## src/rtl/i2cpw_pkg.sv

```systemverilog
package i2cpw_pkg;
   typedef enum logic [2:0] {
      ST_IDLE,
      ST_DEV,
      ST_DEV_ACK,
      ST_ADDR,
      ST_ADDR_ACK,
      ST_DATA,
      ST_DATA_ACK,
      ST_SKIP
   } phase_t;
endpackage

```

## src/rtl/i2cpw_bus_cond.sv

```systemverilog
module i2cpw_bus_cond #(
   parameter int SYNC_STAGES = 2
) (
   input  logic clk,
   input  logic rst_n,
   input  logic scl_i,
   input  logic sda_i,
   output logic scl_lvl,
   output logic sda_lvl,
   output logic scl_rise,
   output logic scl_fall,
   output logic start_det,
   output logic stop_det
);
   localparam int CHAIN = SYNC_STAGES + 1;

   if (SYNC_STAGES < 2) begin : g_bad_sync
      $error("SYNC_STAGES must be at least 2");
   end

   logic [CHAIN-1:0] scl_sr, sda_sr;

   for (genvar i = 0; i < CHAIN; i++) begin : g_chain
      if (i == 0) begin : g_head
         always_ff @(posedge clk or negedge rst_n)
            if (!rst_n) begin
               scl_sr[0] <= 1'b1;
               sda_sr[0] <= 1'b1;
            end else begin
               scl_sr[0] <= scl_i;
               sda_sr[0] <= sda_i;
            end
      end else begin : g_tail
         always_ff @(posedge clk or negedge rst_n)
            if (!rst_n) begin
               scl_sr[i] <= 1'b1;
               sda_sr[i] <= 1'b1;
            end else begin
               scl_sr[i] <= scl_sr[i-1];
               sda_sr[i] <= sda_sr[i-1];
            end
      end
   end

   logic scl_prev, sda_prev;
   assign scl_lvl   = scl_sr[CHAIN-2];
   assign sda_lvl   = sda_sr[CHAIN-2];
   assign scl_prev  = scl_sr[CHAIN-1];
   assign sda_prev  = sda_sr[CHAIN-1];
   assign scl_rise  = scl_lvl & ~scl_prev;
   assign scl_fall  = ~scl_lvl & scl_prev;
   assign start_det = scl_lvl & scl_prev & sda_prev & ~sda_lvl;
   assign stop_det  = scl_lvl & scl_prev & ~sda_prev & sda_lvl;
endmodule

```

## src/rtl/i2cpw_ctrl.sv

```systemverilog
module i2cpw_ctrl
   import i2cpw_pkg::*;
#(
   parameter logic [6:0] DEV_ADDR = 7'h50,
   parameter int ADDR_W = 8,
   parameter int PAGE_W = 4
) (
   input  logic                     clk,
   input  logic                     rst_n,
   input  logic                     scl_lvl,
   input  logic                     sda_lvl,
   input  logic                     scl_rise,
   input  logic                     scl_fall,
   input  logic                     start_det,
   input  logic                     stop_det,
   input  logic                     wc_i,
   output logic                     sda_oe,
   output phase_t                   state,
   output logic                     wp,
   output logic [ADDR_W-PAGE_W-1:0] page,
   output logic [PAGE_W-1:0]        ptr,
   output logic                     wr_en,
   output logic [PAGE_W-1:0]        wr_lane,
   output logic [7:0]               wr_byte,
   output logic                     clr_buf,
   output logic                     commit
);
   logic [7:0] shreg;
   logic [3:0] bitcnt;
   logic       byte_phase, guard_phase, byte_done, sel_ok;

   assign byte_phase  = (state == ST_DEV) || (state == ST_ADDR) || (state == ST_DATA);
   assign guard_phase = (state == ST_DEV) || (state == ST_DEV_ACK) || (state == ST_ADDR);
   assign byte_done   = (bitcnt == 4'd8);
   assign sel_ok      = (shreg[7:1] == DEV_ADDR) && !shreg[0];

   always_ff @(posedge clk or negedge rst_n) begin
      if (!rst_n) begin
         state   <= ST_IDLE;
         shreg   <= '0;
         bitcnt  <= '0;
         wp      <= 1'b0;
         page    <= '0;
         ptr     <= '0;
         sda_oe  <= 1'b0;
         wr_en   <= 1'b0;
         wr_lane <= '0;
         wr_byte <= '0;
         clr_buf <= 1'b0;
         commit  <= 1'b0;
      end else begin
         wr_en   <= 1'b0;
         clr_buf <= 1'b0;
         commit  <= 1'b0;
         if (start_det) begin
            state   <= ST_DEV;
            bitcnt  <= '0;
            wp      <= wc_i;
            sda_oe  <= 1'b0;
            clr_buf <= 1'b1;
         end else if (stop_det) begin
            if ((state == ST_DATA || state == ST_DATA_ACK) && !wp)
               commit <= 1'b1;
            state  <= ST_IDLE;
            sda_oe <= 1'b0;
         end else begin
            if (guard_phase && wc_i)
               wp <= 1'b1;
            if (scl_rise && byte_phase) begin
               shreg  <= {shreg[6:0], sda_lvl};
               bitcnt <= bitcnt + 4'd1;
            end
            if (scl_fall && !scl_lvl) begin
               unique case (state)
                  ST_DEV: if (byte_done) begin
                     bitcnt <= '0;
                     if (sel_ok) begin
                        state  <= ST_DEV_ACK;
                        sda_oe <= 1'b1;
                     end else begin
                        state <= ST_SKIP;
                     end
                  end
                  ST_ADDR: if (byte_done) begin
                     bitcnt <= '0;
                     page   <= shreg[ADDR_W-1:PAGE_W];
                     ptr    <= shreg[PAGE_W-1:0];
                     state  <= ST_ADDR_ACK;
                     sda_oe <= 1'b1;
                  end
                  ST_DATA: if (byte_done) begin
                     bitcnt <= '0;
                     state  <= ST_DATA_ACK;
                     if (!wp) begin
                        sda_oe  <= 1'b1;
                        wr_en   <= 1'b1;
                        wr_lane <= ptr;
                        wr_byte <= shreg;
                        ptr     <= ptr + 1'b1;
                     end
                  end
                  ST_DEV_ACK: begin
                     sda_oe <= 1'b0;
                     state  <= ST_ADDR;
                  end
                  ST_ADDR_ACK: begin
                     sda_oe <= 1'b0;
                     state  <= ST_DATA;
                  end
                  ST_DATA_ACK: begin
                     sda_oe <= 1'b0;
                     state  <= ST_DATA;
                  end
                  default: ;
               endcase
            end
         end
      end
   end
endmodule

```

## src/rtl/i2cpw_store.sv

```systemverilog
module i2cpw_store #(
   parameter int ADDR_W = 8,
   parameter int PAGE_W = 4
) (
   input  logic                     clk,
   input  logic                     rst_n,
   input  logic                     wr_en,
   input  logic [PAGE_W-1:0]        wr_lane,
   input  logic [7:0]               wr_byte,
   input  logic                     clr_buf,
   input  logic                     commit,
   input  logic [ADDR_W-PAGE_W-1:0] page,
   input  logic [ADDR_W-1:0]        rd_addr,
   output logic [7:0]               rd_data
);
   localparam int LANES = 1 << PAGE_W;
   localparam int DEPTH = 1 << ADDR_W;

   logic [7:0]       pbuf  [LANES];
   logic [LANES-1:0] valid;
   logic [7:0]       mem   [DEPTH];

   always_ff @(posedge clk or negedge rst_n) begin
      if (!rst_n) begin
         valid <= '0;
         for (int l = 0; l < LANES; l++) pbuf[l] <= '0;
      end else if (clr_buf || commit) begin
         valid <= '0;
      end else if (wr_en) begin
         valid[wr_lane] <= 1'b1;
         pbuf[wr_lane]  <= wr_byte;
      end
   end

   always_ff @(posedge clk or negedge rst_n) begin
      if (!rst_n) begin
         for (int a = 0; a < DEPTH; a++) mem[a] <= '0;
      end else if (commit) begin
         for (int l = 0; l < LANES; l++)
            if (valid[l]) mem[{page, PAGE_W'(l)}] <= pbuf[l];
      end
   end

   assign rd_data = mem[rd_addr];
endmodule

```

## src/rtl/i2c_page_eeprom.sv

```systemverilog
module i2c_page_eeprom
   import i2cpw_pkg::*;
#(
   parameter logic [6:0] DEV_ADDR    = 7'h50,
   parameter int         ADDR_W      = 8,
   parameter int         PAGE_W      = 4,
   parameter int         SYNC_STAGES = 2
) (
   input  logic              clk,
   input  logic              rst_n,
   input  logic              scl_i,
   input  logic              sda_i,
   output logic              sda_oe,
   input  logic              wc_i,
   input  logic [ADDR_W-1:0] rd_addr,
   output logic [7:0]        rd_data
);
   localparam int PG_BITS = ADDR_W - PAGE_W;

   if (ADDR_W > 8 || PAGE_W < 1 || PAGE_W >= ADDR_W) begin : g_bad_geom
      $error("need 1 <= PAGE_W < ADDR_W <= 8");
   end

   logic scl_lvl, sda_lvl, scl_rise, scl_fall, start_det, stop_det;
   phase_t               state;
   logic                 wp, wr_en, clr_buf, commit;
   logic [PG_BITS-1:0]   page;
   logic [PAGE_W-1:0]    ptr, wr_lane;
   logic [7:0]           wr_byte;

   i2cpw_bus_cond #(.SYNC_STAGES(SYNC_STAGES)) u_cond (
      .clk(clk), .rst_n(rst_n), .scl_i(scl_i), .sda_i(sda_i),
      .scl_lvl(scl_lvl), .sda_lvl(sda_lvl), .scl_rise(scl_rise),
      .scl_fall(scl_fall), .start_det(start_det), .stop_det(stop_det)
   );

   i2cpw_ctrl #(.DEV_ADDR(DEV_ADDR), .ADDR_W(ADDR_W), .PAGE_W(PAGE_W)) u_ctrl (
      .clk(clk), .rst_n(rst_n), .scl_lvl(scl_lvl), .sda_lvl(sda_lvl),
      .scl_rise(scl_rise), .scl_fall(scl_fall), .start_det(start_det),
      .stop_det(stop_det), .wc_i(wc_i), .sda_oe(sda_oe), .state(state),
      .wp(wp), .page(page), .ptr(ptr), .wr_en(wr_en), .wr_lane(wr_lane),
      .wr_byte(wr_byte), .clr_buf(clr_buf), .commit(commit)
   );

   i2cpw_store #(.ADDR_W(ADDR_W), .PAGE_W(PAGE_W)) u_store (
      .clk(clk), .rst_n(rst_n), .wr_en(wr_en), .wr_lane(wr_lane),
      .wr_byte(wr_byte), .clr_buf(clr_buf), .commit(commit), .page(page),
      .rd_addr(rd_addr), .rd_data(rd_data)
   );
endmodule

```

## config.mk

```make
export PLATFORM = sky130hd
export DESIGN_NAME = i2c_page_eeprom
export DESIGN_NICKNAME = d
export VERILOG_FILES = /design/src/rtl/i2cpw_pkg.sv /design/src/rtl/i2cpw_bus_cond.sv /design/src/rtl/i2cpw_ctrl.sv /design/src/rtl/i2cpw_store.sv /design/src/rtl/i2c_page_eeprom.sv
export SDC_FILE = /design/constraint.sdc
export NUM_CORES = 2
export LEC_CHECK = 0
export ABC_AREA = 1
export BUFFER_PORTS_ARGS = -buffer_cell sky130_fd_sc_hd__buf_2
export CAP_MARGIN = 25
export CORE_ASPECT_RATIO = 1.4
export CORE_MARGIN = 4
export CORE_UTILIZATION = 40
export CTS_CLUSTER_DIAMETER = 120
export DETAILED_ROUTE_END_ITERATION = 16
export PLACE_DENSITY = 0.6
export SETUP_SLACK_MARGIN = 0.1
export SLEW_MARGIN = 20
export SYNTH_ARGS = -nofsm -noshare
export SYNTH_HDL_FRONTEND = slang
export SYNTH_SLANG_ARGS = --single-unit
```

## constraint.sdc

```tcl
create_clock -name clk -period 2.7 [get_ports clk]
set_input_delay 0.54 -clock clk [delete_from_list [all_inputs] [get_ports clk]]
set_output_delay 0.54 -clock clk [all_outputs]
set_load 0.01 [all_outputs]
```

==> impl_results.md <==
- Req. time, crit path: approximately 2200 ps
- Max_slew headroom: a little under a quarter
- TritonRoute pass-1 iters: 6
- Crit end category: output port
- Register area share after synthesis: between 50% and 60%
- FP Rows: between 200 and 250
- Failing checks: setup timing
- R2R Path End: u_store.mem[1005]$_DFFE_PN0P_
- Ports: 22
- Final Cell Area: roughly 0.13 sq mm
- Most frequent cells in the layout: nand2_1, dfrtp_1, o21ai_0
- Synth Area in Simple Gates: roughly 28%
- Setup Crit Path Kind: input pin to output port
- Post-route ant nets: 0
- Maximum root-to-sink buffer count: 4
- Sequential share of power: between 40 and 50%
- Routed WL per cell: approximately 29 um
- Post-Syn Area: a little over 0.1 sq mm
- CP startpoint kind: input pin
- Nets: ~13,000
- CP Cell Sequence: clkbuf_8 > inv_8 > buf_16 > buf_4 > nand3_1 > nand3_2 > nand3_1 > nand3_1 > nand3_1 > nand2_1 > nand2_2 > nand2_8 > buf_6
- Max-slew violations: 0
- Fin crit share: 119%
- Endpoints failing hold: 0
- R2R cell count: 6
- Detailed Route WL: ~470,000 um
- Dpl cell area: between 0.1 and 0.15 sq mm
- Critical-path top delay cell: buf_16
- RSZ-0062 raised after global routing: yes
- Pwr per Cell Area: 590 mW/mm^2
- Commonest non-fill, non-tap cell in the layout: nand2_1
- Largest family of logic cells by synthesized area: simple AND/OR/NAND/NOR gates
- Clock power share: around 46%
- Post-Synth XOR/XNOR Area: 0.0174%
- CTS clk-pin slew, worst paths: ~70 ps
- GP Congestion: 1.05
- Post-synthesis adder-cell area fraction: less than 1%
- Iter 0 DRT Violations: approximately 14,000
- Detailed-route via count: ~95,000
- Placeable Area: 0.250 sq mm
- Flop-to-flop setup slack: approximately 310 ps
- Post-layout util: around half
- Warnings, synthesis: 0
- Fraction of layout cells with a size suffix above 1: between 10% and 20%
- Syn Nets: between 10,000 and 15,000
- P_int: around 56 mW
- Least-Margin Pin Slew: ~1200 ps
- Syn Area/Cell: between 8 and 9 sq um
- Largest stage delay on the critical path: 320 ps
- CTS tree: yes
- Vias in the first global route: 91,200
- Hpwl dp: 314,000 um
- CP most frequent cell: nand3_1
- Maximum vdd drop: between 0.5 and 0.6 mV
- Post-route minimum period: approximately 3200 ps
- Vias per cell: 5.79
- Total CTS buffers: ~230
- Status: complete, but fails checks
- Clock sink count: 2,238
- FF+latch count, synth: around 2,200
- Worst hold margin: roughly 220 ps
- Critical path arrival: 2680 ps
- H-tree depth: 4
- First-pass GRT wire length: around 660,000 um
- Gate count after technology mapping: approximately 12,000
- Die area: 0.260 sq mm
- IO buf count: 21
- Die X: roughly 430 um
- Sw frac: between 20% and 30%
- MaxCap Viol Count: 0
- Library cells used by synthesis: 36
- Worst Path Max Fanout: 48
- Drc violations: 0
- Clock Skew: roughly 43 ps
- Tot GR Track Use: a little over a third
- Largest net degree at the start of global routing: between 100 and 150
- CTS root buf: clkbuf_16
- Worst min path class: input pin to asynchronous set/reset pin
- Die Span Y: 601 um
- Insertion delay to the later sink of the worst-skew pair: between 900 and 1000 ps
- Layout area overhead: 26.3%
- Fmax achieved: around 0.31 GHz
- Psw: between 15 and 20 mW
- Setup crit start: rd_addr[2]
- Post-synthesis mux area share: 0%
- Filler Cell Count: roughly 23,000
- Gate power share: 9.2%
- P_leak: roughly 56 nW
- GR Overflow Total: 0
- PnR worst setup slack: -516 ps
- Worst r2r src: u_ctrl.page[1]$_DFFE_PN0P_
- Setup TNS Final: -3910 ps
- Antenna violations before repair: 25
- Setup Viol. Count Final: 8
- Initial Util: between 40 and 50%
- Post-synthesis compound-gate area fraction: about 11%
## routing by layer
layer | GRT usage, % | part of all wire (%)
met1 | 42.1 | 35
met2 | 52.8 | 43
met3 | 6.96 | 9.1
met4 | 36.3 | 13
met5 | 0 | 0.0095
## kinds of logic after synthesis
group,count (synthesis)
xor gates and xnor gates,2
buffers and inverters,1090
AOI/OAI and AO/OA,2226
DFF,2238
adders and majority gates,3
and+or+nand+nor,6722
## what timing repair did
action                     4_1_cts  5_1_grt
buffers inserted                36       49
resized for setup              655      388
hold buffers                     4        0
setup endpoints to repair        8        8
pin swaps                      171      153
hold endpoints to repair        12        0
gates cloned                    31       12
## registers in the layout, indices dropped and copies added (netlist names), 3 cells and up
name and count:
u_store.mem 2048, u_store.pbuf 128, u_store.valid 16, u_ctrl.shreg 8
u_ctrl.wr_byte 8, u_ctrl.bitcnt 4, u_ctrl.page 4, u_ctrl.ptr 4
u_ctrl.wr_lane 4, u_ctrl.state 3
## layout make-up
| cell class | instances | area (sq um) | share of cell area [%] |
|---|---|---|---|
| clock inverter | 91 | 1210 | 0.953 |
| antenna | 19 | 47.5 | 0.0374 |
| multi-input combinational | 8953 | 43000 | 33.9 |
| clock buffer | 330 | 6840 | 5.38 |
| timing repair inverter | 4 | 60.1 | 0.0473 |
| tap | 3285 | 4110 | 3.23 |
| timing repair buffer | 1359 | 15000 | 11.8 |
| inverter | 194 | 779 | 0.613 |
| sequential | 2238 | 56000 | 44.1 |
## Yosys cell counts, drive strengths merged
library cell | instances | area share [%]
nor2 | 48 | 0.26
dfrtp | 2232 | 56
a31oi | 1 | 0.0062
dfstp | 6 | 0.16
a21oi | 5 | 0.025
nand3b | 1 | 0.0075
nor3 | 6 | 0.052
inv | 194 | 0.73
buf | 531 | 3.1
clkbuf | 365 | 1.4
o211ai | 1 | 0.0075
a32o | 1 | 0.0099
o31ai | 1 | 0.0075
o21ai | 2213 | 11
o311ai | 1 | 0.0087
ha | 3 | 0.037
or2 | 1 | 0.0062
nand4 | 4 | 0.025
xor2 | 2 | 0.017
a211oi | 1 | 0.0075
o22ai | 1 | 0.0062
nand2 | 4638 | 18
a32oi | 1 | 0.0087
nor4 | 1 | 0.0062
nand3 | 2023 | 10
## power groups by stage
stage	clock, mW	combinational, mW	sequential (mW)
6_report	34.3	6.86	33.8
4_1_cts	34.6	6.35	33.8
5_1_grt	36.0	7.10	33.8
2_1_floorplan	0	2.14	34.4
3_5_place_dp	0	5.59	34.4
3_3_place_gp	0	5.57	34.4
## how the worst max path moves through the flow
stage / slack [ps] / to
CTS: -490 / rd_data[5]
global route: -570 / rd_data[3]
global placement: -1260 / rd_data[6]
detailed placement: -1250 / rd_data[6]
floorplan: 370 / rd_data[0]
finish: -520 / rd_data[6]
## stage by stage
step	total power [mW]	worst slack, ps	instances
6_report	74.9	-516	16500
5_1_grt	76.8	-569	16500
4_1_cts	74.7	-490	16400
3_5_place_dp	40.0	-1250	15900
3_3_place_gp	39.9	-1260	15900
2_1_floorplan	36.5	368	12300
## critical path, delay by kind of cell
| family | cells | cell delay, ps |
|---|---|---|
| buf+inv | 5 | 990 |
| simple gates | 8 | 1020 |
(Power assumes the default switching activity.)
